[config.mk]
export PLATFORM = sky130hd
export DESIGN_NAME = dirty_band_coalescer
export DESIGN_NICKNAME = d
export VERILOG_FILES = /design/src/rtl/dbc_pkg.sv /design/src/rtl/dbc_band_judge.sv /design/src/rtl/dbc_range_track.sv /design/src/rtl/dirty_band_coalescer.sv
export SDC_FILE = /design/constraint.sdc
export NUM_CORES = 1
export LEC_CHECK = 0
export BUFFER_PORTS_ARGS = -buffer_cell sky130_fd_sc_hd__buf_2
export CORE_MARGIN = 10
export CORE_UTILIZATION = 43
export CTS_CLUSTER_DIAMETER = 60
export DETAILED_ROUTE_END_ITERATION = 8
export HOLD_SLACK_MARGIN = 0.1
export PLACE_DENSITY = 0.67
export SKIP_LAST_GASP = 1
export SLEW_MARGIN = 20
export SYNTH_ARGS = -nofsm -noshare
export SYNTH_HDL_FRONTEND = slang
export SYNTH_HIERARCHICAL = 1
export SYNTH_SLANG_ARGS = --single-unit
[constraint.sdc]
create_clock -name clk -period 3.1 [get_ports clk]
set_clock_uncertainty 0.2 [all_clocks]
set_input_delay 0.62 -clock clk [delete_from_list [all_inputs] [get_ports clk]]
set_output_delay 0.62 -clock clk [all_outputs]
set_load 0.02 [all_outputs]
[src/rtl/dbc_pkg.sv]
`timescale 1ns/1ps
package dbc_pkg;
  // log2 of the scan lines per band
  localparam int BAND_SHIFT = 2;

  typedef enum logic [2:0] {
    S_IDLE,
    S_LOOK,
    S_EMIT,
    S_FIN,
    S_DONE
  } dbc_state_t;
endpackage

[src/rtl/dbc_band_judge.sv]
`timescale 1ns/1ps
module dbc_band_judge #(
  parameter int PLANE_PAGES = 4
) (
  input  logic                   force_all,
  input  logic                   deep,
  input  logic                   base_dirty,
  input  logic [PLANE_PAGES-1:0] direct_dirty,
  input  logic [PLANE_PAGES-1:0] ctrl_dirty,
  output logic                   hit
);
  logic [PLANE_PAGES-1:0] lane_hit;

  for (genvar i = 0; i < PLANE_PAGES; i++) begin : g_lane
    assign lane_hit[i] = direct_dirty[i] | ctrl_dirty[i];
  end

  assign hit = force_all | base_dirty | (deep & (|lane_hit));
endmodule

[src/rtl/dbc_range_track.sv]
`timescale 1ns/1ps
module dbc_range_track #(
  parameter int IDX_W = 8
) (
  input  logic             clk,
  input  logic             rst_n,
  input  logic             init,
  input  logic             upd,
  input  logic [IDX_W-1:0] idx,
  output logic [IDX_W-1:0] lo,
  output logic [IDX_W-1:0] hi,
  output logic             any
);
  always_ff @(posedge clk or negedge rst_n) begin
    if (!rst_n) begin
      lo <= '1;
      hi <= '0;
    end else if (init) begin
      lo <= '1;
      hi <= '0;
    end else if (upd) begin
      if (idx < lo) lo <= idx;
      if (idx > hi) hi <= idx;
    end
  end

  assign any = (lo <= hi);
endmodule

[src/rtl/dirty_band_coalescer.sv]
`timescale 1ns/1ps
module dirty_band_coalescer import dbc_pkg::*; #(
  parameter int  LINE_W      = 10,
  parameter int  COL_W       = 11,
  parameter int  PLANE_PAGES = 4,
  localparam int BAND_W      = LINE_W - BAND_SHIFT
) (
  input  logic                   clk,
  input  logic                   rst_n,
  input  logic                   scan_start,
  input  logic                   invalidate,
  input  logic                   deep_mode,
  input  logic [LINE_W-1:0]      active_lines,
  input  logic [COL_W-1:0]       active_width,
  output logic                   lk_req,
  output logic [BAND_W-1:0]      lk_band,
  input  logic                   lk_ack,
  input  logic                   lk_base_dirty,
  input  logic [PLANE_PAGES-1:0] lk_direct_dirty,
  input  logic [PLANE_PAGES-1:0] lk_ctrl_dirty,
  output logic                   rect_valid,
  input  logic                   rect_ready,
  output logic [LINE_W-1:0]      rect_y,
  output logic [LINE_W:0]        rect_h,
  output logic [COL_W-1:0]       rect_w,
  output logic                   clr_valid,
  output logic [BAND_W-1:0]      clr_lo,
  output logic [BAND_W-1:0]      clr_hi,
  output logic                   done,
  output logic                   busy
);
  // first scan line of a band index (one extra bit so the line past the last band fits)
  function automatic logic [LINE_W:0] band_line(input logic [BAND_W:0] b);
    return {b, {BAND_SHIFT{1'b0}}};
  endfunction

  dbc_state_t          st;
  logic [BAND_W-1:0]   band_q;
  logic                run_open;
  logic [LINE_W-1:0]   run_y;
  logic [LINE_W-1:0]   lines_q;
  logic [COL_W-1:0]    width_q;
  logic                full_q, deep_q, pend_q, last_q;
  logic [LINE_W-1:0]   ry_q;
  logic [LINE_W:0]     rh_q;

  logic                hit;
  logic [LINE_W:0]     cur_line, nxt_line;
  logic [LINE_W-1:0]   tail_y;
  logic                at_end;
  logic                start_acc;
  logic                ev_take, ev_close, ev_tail;
  logic                rng_any;

  dbc_band_judge #(.PLANE_PAGES(PLANE_PAGES)) u_judge (
    .force_all   (full_q),
    .deep        (deep_q),
    .base_dirty  (lk_base_dirty),
    .direct_dirty(lk_direct_dirty),
    .ctrl_dirty  (lk_ctrl_dirty),
    .hit         (hit)
  );

  assign start_acc = (st == S_IDLE) && scan_start;
  assign ev_take   = (st == S_LOOK) && lk_ack;
  assign cur_line  = band_line({1'b0, band_q});
  assign nxt_line  = band_line({1'b0, band_q} + (BAND_W+1)'(1));
  assign at_end    = nxt_line >= {1'b0, lines_q};
  assign tail_y    = run_open ? run_y : cur_line[LINE_W-1:0];
  assign ev_close  = ev_take && !hit && run_open;
  assign ev_tail   = ev_take && hit && at_end;

  dbc_range_track #(.IDX_W(BAND_W)) u_range (
    .clk  (clk),
    .rst_n(rst_n),
    .init (start_acc),
    .upd  (ev_take && hit),
    .idx  (band_q),
    .lo   (clr_lo),
    .hi   (clr_hi),
    .any  (rng_any)
  );

  always_ff @(posedge clk or negedge rst_n) begin
    if (!rst_n) begin
      st       <= S_IDLE;
      band_q   <= '0;
      run_open <= 1'b0;
      run_y    <= '0;
      lines_q  <= '0;
      width_q  <= '0;
      full_q   <= 1'b0;
      deep_q   <= 1'b0;
      pend_q   <= 1'b0;
      last_q   <= 1'b0;
      ry_q     <= '0;
      rh_q     <= '0;
    end else begin
      if (invalidate && !start_acc) pend_q <= 1'b1;
      case (st)
        S_IDLE: begin
          if (scan_start) begin
            band_q   <= '0;
            run_open <= 1'b0;
            lines_q  <= active_lines;
            width_q  <= active_width;
            deep_q   <= deep_mode;
            full_q   <= pend_q | invalidate;
            pend_q   <= 1'b0;
            st       <= (active_lines == '0) ? S_FIN : S_LOOK;
          end
        end
        S_LOOK: begin
          if (ev_take) begin
            band_q <= band_q + BAND_W'(1);
            if (ev_tail) begin
              ry_q     <= tail_y;
              rh_q     <= nxt_line - {1'b0, tail_y};
              run_open <= 1'b0;
              last_q   <= 1'b1;
              st       <= S_EMIT;
            end else if (hit) begin
              if (!run_open) run_y <= cur_line[LINE_W-1:0];
              run_open <= 1'b1;
            end else if (ev_close) begin
              ry_q     <= run_y;
              rh_q     <= cur_line - {1'b0, run_y};
              run_open <= 1'b0;
              last_q   <= at_end;
              st       <= S_EMIT;
            end else if (at_end) begin
              st <= S_FIN;
            end
          end
        end
        S_EMIT:  if (rect_ready) st <= last_q ? S_FIN : S_LOOK;
        S_FIN:   st <= rng_any ? S_DONE : S_IDLE;
        S_DONE:  st <= S_IDLE;
        default: st <= S_IDLE;
      endcase
    end
  end

  assign lk_req     = (st == S_LOOK);
  assign lk_band    = band_q;
  assign rect_valid = (st == S_EMIT);
  assign rect_y     = ry_q;
  assign rect_h     = rh_q;
  assign rect_w     = width_q;
  assign clr_valid  = (st == S_FIN) && rng_any;
  assign done       = ((st == S_FIN) && !rng_any) || (st == S_DONE);
  assign busy       = (st != S_IDLE);
endmodule

==> reports/metrics.cfg, run 1 <==
[synthesis]
synth_common_cells = 75 x dfrtp_1, 57 x nor2_1, 50 x ha_1, 45 x inv_1, 42 x a21oi_1
ys_seq_area_frac = 0.400
yosys-top-cells-area = dfrtp_1 36%, ha_1 12%, nor2_1 4.1%
synth_seq_cells = 83
ys.flop_type = dfrtp_1
synth_top_area_frac = 0.359
synthesis.area_um2 = 5220
yosysMostFrequentCell = dfrtp_1
synth_edf_count = 0
ys_warn_count = 6
avgSynthCellArea_um2 = 9.62
yosysTopAreaCell = dfrtp_1
synthCells = 543
async_reset_ff_frac = 1.00
syn_nets = 630
ys_types = 66

[floorplan]
ios = 98
core_area_um2 = 12000
initial_utilization = 0.437
die_h_um = 130
die_w_um = 130
core.rowCount = 40
die_area_um2 = 16900

[global_routing]
track_usage = 0.176
busiest_layer = met2
antenna_found_initial = 0
met1_usage = 0.226
grt_max_degree = 47
grtUsageMet2 = 0.268
grt_pass1_vias = 4675
use_met3 = 0.0552
grt-ovfl-total = 0
grt_pass1_wl_um = 23600

[routing]
post-route-drc-count = 0
firstDrtPassIters = 4
wl_per_cell_um = 17.6
drt_iter0_drc = 321
antenna_left = 0
vias = 4539
viasPerCell = 5.52
drt_wl_total_um = 14500

[sta]
slew_viol_final = 0
worst_pin_slew_ps = 741
setup_viol = 0
timing.final.crit_share = 0.969
setup-tns-final_ps = 0
max_freq_mhz = 333
max-slew-margin-rel = 0.505
hold_violations = 0
layout_setup_ws_ps = 96.4
rsz0062_at_grt = yes
timing.final.crit_period_ps = 3000

[layout]
syn_to_final_growth_pct = 24.3
layout.nets = 757
fin_util = 0.543
drive_above_1_share = 0.293
antenna_cells = 0
instances_no_fill = 822

[pwr]
leakagePower_nw = 3.19
ir_worst_vdd_mv = 0.536
power_density_nw_per_um2 = 1040

[place]
place.gp.congestion = 0.904
portBuffers = 97
placedCellCount = 800
post-place-ws_ps = -33.4
place_hpwl_um = 11300

[worst_setup_path]
critPathLaunchType = flop
worst_setup_path_end_kind = flop
worst-path-max-fanout = 8
critical_path_class = reg -> reg
required_ps = 3130
crit_arrival_ps = 3030

[clock_network]
cts_buffer_depth = 2
cts_tree = yes
htreeDepth = 3
cts.hold.buffers_added = 0
clkLatencyLatePin_ps = 340
cts_root_buf = clkbuf_16
cts_sinks = 83
clkTransAtPathRegs_ps = 60
numCtsBuffers = 9

[min_path]
hold_path_class = in -> async

[flow_run]
cap_violations = 0

[outcome]
status = completed

==> cell type report <==
type | instances | area (µm²)
clock buffers | 11 | 233
clock inverters | 5 | 77.6
fillers | 1060 | 5470
inverters | 47 | 183
multi-input cells | 392 | 2930
flip-flops and latches | 83 | 2090
well taps | 147 | 184
repair buffers | 137 | 796
==> logic make-up after synthesis <==
kind of cell / after synthesis / share of synthesized area
buffers and inverters: 68 / 0.0580
AND/OR/NAND/NOR: 141 / 0.132
multiplexers: 31 / 0.0628
XOR/XNOR: 20 / 0.0335
adder cells (fa/ha/maj): 50 / 0.120
AO/OA/AOI/OAI: 150 / 0.194
flip-flops: 83 / 0.400
==> layer usage <==
layer  vias up  share of wire
met5         -              0
met1      2200           0.46
li1       2202              -
met2       120           0.45
met4         0          0.017
met3        17          0.067
==> where the power goes <==
part	leakage, nW	internal (mW)	switching [mW]
sequential	1.03	1.55	0.330
clock	0.150	0.704	0.441
combinational	2.01	1.57	2.14
total	3.19	3.83	2.92
==> repair_timing <==
action | in CTS | in global routing
gates resized for setup | 0 | 17
buffers inserted | 0 | 5
endpoints found under the hold margin | 0 | 0
setup endpoints to repair | 0 | 18
==> worst max-delay path: stages, from the launching register on <==
cell and delay (ps):
dfrtp_1 480, nand3_1 160, nor2_2 170, xor2_1 290, ha_1 200, nand4_1 120, a211oi_1 190, o31a_1 360
o21a_4 220, nor2_4 50, buf_6 150, a221o_1 300
==> final timing paths <==
path / from / end / slack (ps) / cells past startpoint
max: lk_band[3] / rect_y[5] / 100 / 11
min: rst_n / pend_q / 80 / 1
max reg2reg: lk_band[3] / rect_y[5] / 100 / 11
min reg2reg: pend_q / pend_q / 280 / 2
max in group asynchronous: rst_n / u_range/lo[0] / 1850 / 2
min in group clk: pend_q / pend_q / 280 / 2
==> registers in the layout, indices dropped and copies added, names as in the netlist <==
name        count
deep_q          1
full_q          1
last_q          1
lines_q        10
lk_band         8
pend_q          1
rect_h         10
rect_w         11
rect_y         10
run_open        1
run_y          10
st              3
u_range/hi      8
u_range/lo      8
==> cells in the final DEF (no fill, tap or decap), drive strengths merged, types with 5 or more instances in the layout <==
cell type / count
nand2: 32
a21oi: 44
mux2i: 17
dfrtp: 75
o21ai: 39
a32o: 6
buf: 137
xnor2: 13
nand4: 6
dfstp: 8
nor4: 5
ha: 50
inv: 46
a31oi: 6
nand3b: 5
xor2: 7
nand3: 6
clkbuf: 11
nor2b: 5
a211oi: 8
nor2: 59
a221o: 8
a21o: 6
o21a: 6
nor3: 7
o211ai: 6
mux2: 14
==> stage by stage <==
step | hold slack, ps | total power [mW] | cell area (µm²)
floorplan | 124 | 4.39 | 5240
global placement | 263 | 5.44 | 6050
detailed placement | 273 | 5.52 | 6050
CTS | 108 | 6.69 | 6360
global route | 129 | 7.27 | 6490
finish | 83.8 | 6.74 | 6490
No activity file was read; power rests on OpenSTA's default activity.
==> inputs of run 2 (changes only) <==
--- a/config.mk
+++ b/config.mk
@@ -6,12 +6,10 @@
 export NUM_CORES = 1
 export LEC_CHECK = 0
 export BUFFER_PORTS_ARGS = -buffer_cell sky130_fd_sc_hd__buf_2
-export CORE_MARGIN = 10
 export CORE_UTILIZATION = 43
 export CTS_CLUSTER_DIAMETER = 60
 export DETAILED_ROUTE_END_ITERATION = 8
 export HOLD_SLACK_MARGIN = 0.1
-export PLACE_DENSITY = 0.67
 export SKIP_LAST_GASP = 1
 export SLEW_MARGIN = 20
 export SYNTH_ARGS = -nofsm -noshare
==> constraint.sdc (replaced) <==
create_clock -name clk -period 2.9 [get_ports clk]
set_clock_uncertainty 0.2 [all_clocks]
set_input_delay 0.58 -clock clk [delete_from_list [all_inputs] [get_ports clk]]
set_output_delay 0.58 -clock clk [all_outputs]
set_load 0.02 [all_outputs]
==> run 2 against run 1 <==
The run now ends with DRC, setup timing left. Fmax is 0.20% lower. Via count is 3.7% higher. Sequential share of layout area is 2.5 points lower.
==> reports/metrics.cfg, run 2 (synthesized netlist as in run 1, its figures left out) <==
[worst_setup_path]
cp_num_buf_inv = 3
cpPeakStageDelay_ps = 410
path_cells = ha_4, nand3_4, nor2_4, xor2_2, ha_4, nand4_1, nor2_1, o31a_1, buf_6, nor3_4, buf_12, clkbuf_16, nor2_4, a21oi_2
critPathLaunchType = flop
worst-path-max-fanout = 4
r2r_slack_ps = -110
critical_path_class = reg -> reg
worst_setup_path_end_kind = flop
required_ps = 2970
path_delay_family = simple AND/OR/NAND/NOR gates
crit_path_top_delay_cell = dfrtp_2
r2r_end = run_y[3]
rr_worst_depth = 14
worstReg2RegStart = lk_band[0]
crit_arrival_ps = 3080

[global_routing]
grt_pass1_wl_um = 23200
grt_pass1_vias = 4529
grt_max_degree = 44
antenna_found_initial = 0
track_usage = 0.236
grt-ovfl-total = 0

[place]
dpl_cell_area_um2 = 6190
placedCellCount = 808
place_hpwl_um = 10500
post-place-ws_ps = -141
place.gp.congestion = 0.886
portBuffers = 97

[sta]
layout_setup_ws_ps = -109
setup_viol = 27
slew_viol_final = 0
timing.final.crit_share = 1.04
setup-tns-final_ps = -1790
hold_violations = 0
max-slew-margin-rel = 0.597
holdWs_ps = 246
rsz0062_at_grt = yes
timing.final.crit_period_ps = 3010
worst_pin_slew_ps = 605
max_freq_mhz = 332

[layout]
drive_above_1_share = 0.371
antenna_cells = 0
fin_util = 0.607
final_cell_area_um2 = 7050
instances_no_fill = 851
syn_to_final_growth_pct = 35.0
layout.nets = 790
fill_cells = 994
largest_reg_flops = 11
mostFrequentLayoutCell = buf_2
most-common-layout-cells = 94 x buf_2, 70 x dfrtp_1, 61 x buf_4, 45 x ha_1

[routing]
drt_iter0_drc = 386
vias = 4705
antenna_left = 0
drt_wl_total_um = 14700
firstDrtPassIters = 7
post-route-drc-count = 3
wl_per_cell_um = 17.3
viasPerCell = 5.53

[clock_network]
htreeDepth = 3
clkTransAtPathRegs_ps = 60
clkLatencyLatePin_ps = 350
cts_sinks = 83
cts_tree = yes
cts_root_buf = clkbuf_16
cts_buffer_depth = 2
numCtsBuffers = 9

[floorplan]
die_h_um = 112
core.rowCount = 39
die_area_um2 = 12600
core_area_um2 = 11600
die_w_um = 112
ios = 98
initial_utilization = 0.450

[min_path]
holdPathStages = 2
hold_path_class = in -> reg
min_to = rect_w[5]
hold_start = active_width[5]

[outcome]
status = finished with violations
violations = DRC, setup timing

[flow_run]
cap_violations = 0

[pwr]
power.total_mw = 8.00
power_density_nw_per_um2 = 1140
ir_worst_vdd_mv = 0.571
leakagePower_nw = 3.43

-- run 2: changes by cell type in the layout (fill, tap and decap cells not counted), sizes merged --
cell and delta:
buf +30, clkbuf +3, dlygate4sd3 +1, clkinv -1
-- run 2: worst max-delay path by stage --
stage                       start   endpoint  slack (ps)  cells after the start
floorplan              lk_band[5]  rect_y[8]         -70                     11
detailed placement     lk_band[1]  rect_y[4]        -140                     12
global route           lk_band[0]   run_y[3]        -230                     14
global placement       lk_band[1]  rect_y[4]          30                     12
CTS                 u_range/lo[1]  clr_valid          -9                      9
finish                 lk_band[0]   run_y[3]        -110                     14
-- run 2: final cells by class --
cell class                 count  area [µm²]  share of cell area
inverter                      47         183              0.0259
timing repair buffer         170        1170               0.166
multi-input combinational    392        3090               0.439
tap                          143         179              0.0254
sequential                    83        2090               0.297
clock buffer                  12         256              0.0364
clock inverter                 4        72.6              0.0103
-- run 2: timing repair --
| action | CTS | global route |
|---|---|---|
| hold buffers | 1 | 0 |
| setup endpoints to repair | 29 | 36 |
| setup buffers | 13 | 11 |
| hold endpoints to repair | 32 | 0 |
| pin swaps | 8 | 23 |
| resized for setup | 10 | 50 |
| gates cloned | 0 | 3 |
-- run 2: layer usage --
layer  vias to the layer above  part of all wire  GRT usage
met5                         -                 0          0
met4                         0             0.016     0.0853
met3                        18             0.051     0.0416
met2                       157              0.46      0.378
met1                      2269              0.47      0.322
li1                       2261                 -          -
-- run 2: power breakdown --
group | internal [mW] | switching, mW
combinational | 2.15 | 2.57
clock | 0.800 | 0.474
sequential | 1.66 | 0.350
total | 4.61 | 3.40
-- run 2: worst reg2reg max path, stage by stage (launching register included) --
cell	delay, ps
dfrtp_2	410
ha_4	190
nand3_4	110
nor2_4	160
xor2_2	230
ha_4	250
nand4_1	130
nor2_1	70
o31a_1	330
buf_6	130
nor3_4	280
buf_12	160
clkbuf_16	150
nor2_4	40
a21oi_2	110
==> inputs of run 3 (changes only) <==
--- a/config.mk
+++ b/config.mk
@@ -10,6 +10,7 @@
 export CTS_CLUSTER_DIAMETER = 60
 export DETAILED_ROUTE_END_ITERATION = 8
 export HOLD_SLACK_MARGIN = 0.1
+export REMOVE_ABC_BUFFERS = 1
 export SKIP_LAST_GASP = 1
 export SLEW_MARGIN = 20
 export SYNTH_ARGS = -nofsm -noshare
==> run 3 against run 2 <==
The flow still finishes with violations (DRC, setup timing). Utilization decreased by 0.33 points. Die area stayed put. Cell area shrank 0.55%. Worst hold slack lost 1.9 ps. Count of clock-buffer cells in the layout down 1. Sequential cell count did not move. Register-to-register slack improved by 70 ps. Non-clock buffer count rose by 6. Sequential share of layout area is 0.093 points higher. Critical path type is now reg -> out.
==> reports/metrics.cfg, run 3 (synthesized netlist as in run 1, its figures left out) <==
[routing]
post-route-drc-count = 5
viasPerCell = 5.45
firstDrtPassIters = 6
antenna_left = 0
wl_per_cell_um = 17.2
vias = 4669
drt_wl_total_um = 14700
drt_iter0_drc = 218

[global_routing]
antenna_found_initial = 0
grt-ovfl-total = 0
grt_pass1_vias = 4619
grt_max_degree = 49
grt_pass1_wl_um = 23000
track_usage = 0.235

[min_path]
hold_path_class = in -> reg

[sta]
max_freq_mhz = 340
holdWs_ps = 245
setup-tns-final_ps = -440
setup_viol = 20
slew_viol_final = 0
timing.final.crit_share = 1.02
layout_setup_ws_ps = -43.9
hold_violations = 0
max-slew-margin-rel = 0.571
worst_pin_slew_ps = 643
rsz0062_at_grt = yes
timing.final.crit_period_ps = 2940

[pwr]
power_density_nw_per_um2 = 1120
ir_worst_vdd_mv = 0.657
switching_share = 0.428
leakagePower_nw = 3.43
clockPowerShare = 0.154
comb_power_share = 0.590
internal_power_mw = 4.47
seqPwrFrac = 0.256
power.total_mw = 7.82
netSwitchingPower_mw = 3.35

[floorplan]
initial_utilization = 0.450
core.rowCount = 39
die_area_um2 = 12600
die_h_um = 112
die_w_um = 112
core_area_um2 = 11600
ios = 98

[place]
post-place-ws_ps = -65.3
portBuffers = 97
placedCellCount = 815
place.gp.congestion = 0.826
dpl_cell_area_um2 = 6200
place_hpwl_um = 10700

[layout]
antenna_cells = 0
fill_cells = 991
largest_reg_flops = 11
layout.nets = 796
fin_util = 0.604
drive_above_1_share = 0.374
syn_to_final_growth_pct = 34.2
most-common-layout-cells = 94 x buf_2, 74 x dfrtp_1, 69 x buf_4, 47 x ha_1, 43 x inv_1
mostFrequentLayoutCell = buf_2
instances_no_fill = 857
final_cell_area_um2 = 7010

[worst_setup_path]
cpPeakStageDelay_ps = 560
worst-path-max-fanout = 2
crit_arrival_ps = 2160
required_ps = 2120
critPathLaunchType = flop
path_cells = ha_4, a21o_1, a21oi_2, nor2b_1, o22ai_1, o31a_1, inv_2, nor2_4, buf_6
critical_path_class = reg -> out
crit_path_top_delay_cell = dfstp_2
worst_setup_path_end_kind = output pin

[clock_network]
cts_buffer_depth = 2
clkTransAtPathRegs_ps = 60
cts_tree = yes
cts_root_buf = clkbuf_16
cts_sinks = 83
htreeDepth = 3
clkLatencyLatePin_ps = 350
numCtsBuffers = 9

[flow_run]
cap_violations = 0

[outcome]
status = finished with violations
violations = DRC, setup timing

-- run 3: cell count changes in the layout (fill, tap and decap cells not counted), moves of 3 or more --
cell	delta
a21oi_2	-3
buf_4	+8
dfrtp_1	+4
nor2_1	-8
nor2_4	+3
dfrtp_2	-4
a21oi_1	+3
nor2_2	+5
-- run 3: worst paths after layout --
check | start | endpoint | slack [ps] | cells past startpoint
max | u_range/lo[5] | clr_valid | -40 | 9
min | active_width[8] | rect_w[8] | 240 | 2
max reg2reg | lk_band[1] | run_y[0] | -40 | 13
min reg2reg | rect_w[7] | rect_w[7] | 280 | 1
max in group asynchronous | rst_n | u_range/lo[6] | 1260 | 3
min in group asynchronous | rst_n | rect_y[5] | 540 | 2
-- run 3: metal layers --
| layer | up-vias | part of all wire | wire [µm] | GRT usage |
|---|---|---|---|---|
| met4 | 0 | 0.021 | 309 | 0.0844 |
| met3 | 21 | 0.046 | 684 | 0.0389 |
| li1 | 2274 | - | - | - |
| met5 | - | 0 | 0 | 0 |
| met1 | 2253 | 0.45 | 6700 | 0.303 |
| met2 | 121 | 0.48 | 7050 | 0.400 |
-- run 3: power groups by stage --
stage	logic (mW)	registers (mW)	clock network (mW)
after floorplan	2.28	2.33	0
after global placement	4.00	1.98	0
after detailed placement	4.07	1.99	0
after CTS	4.27	1.97	1.22
after global routing	5.04	2.06	1.27
final	4.61	2.01	1.20
-- run 3: layout make-up --
class	instances	area, µm²	area share
sequential	83	2090	0.298
inverter	47	183	0.0261
clock inverter	5	61.3	0.00875
clock buffer	11	253	0.0361
timing repair buffer	176	1190	0.169
tap	143	179	0.0255
multi-input combinational	392	3060	0.436
-- run 3: repair_timing --
action / in CTS / in global routing
pin swaps: 8 / 11
setup buffers: 12 / 12
hold buffers: 1 / 0
cloned: 0 / 2
endpoints found under the hold margin: 33 / 0
resized for setup: 9 / 58
endpoints found under the setup margin: 22 / 36
-- run 3: worst max-delay path, delay by kind of cell, from the launching register on --
kind / cells / cell delay [ps]
AND/OR/NAND/NOR: 2 / 160
buffers and inverters: 2 / 220
flip-flops: 1 / 560
adder cells (fa/ha/maj): 1 / 210
AO/OA/AOI/OAI: 4 / 680
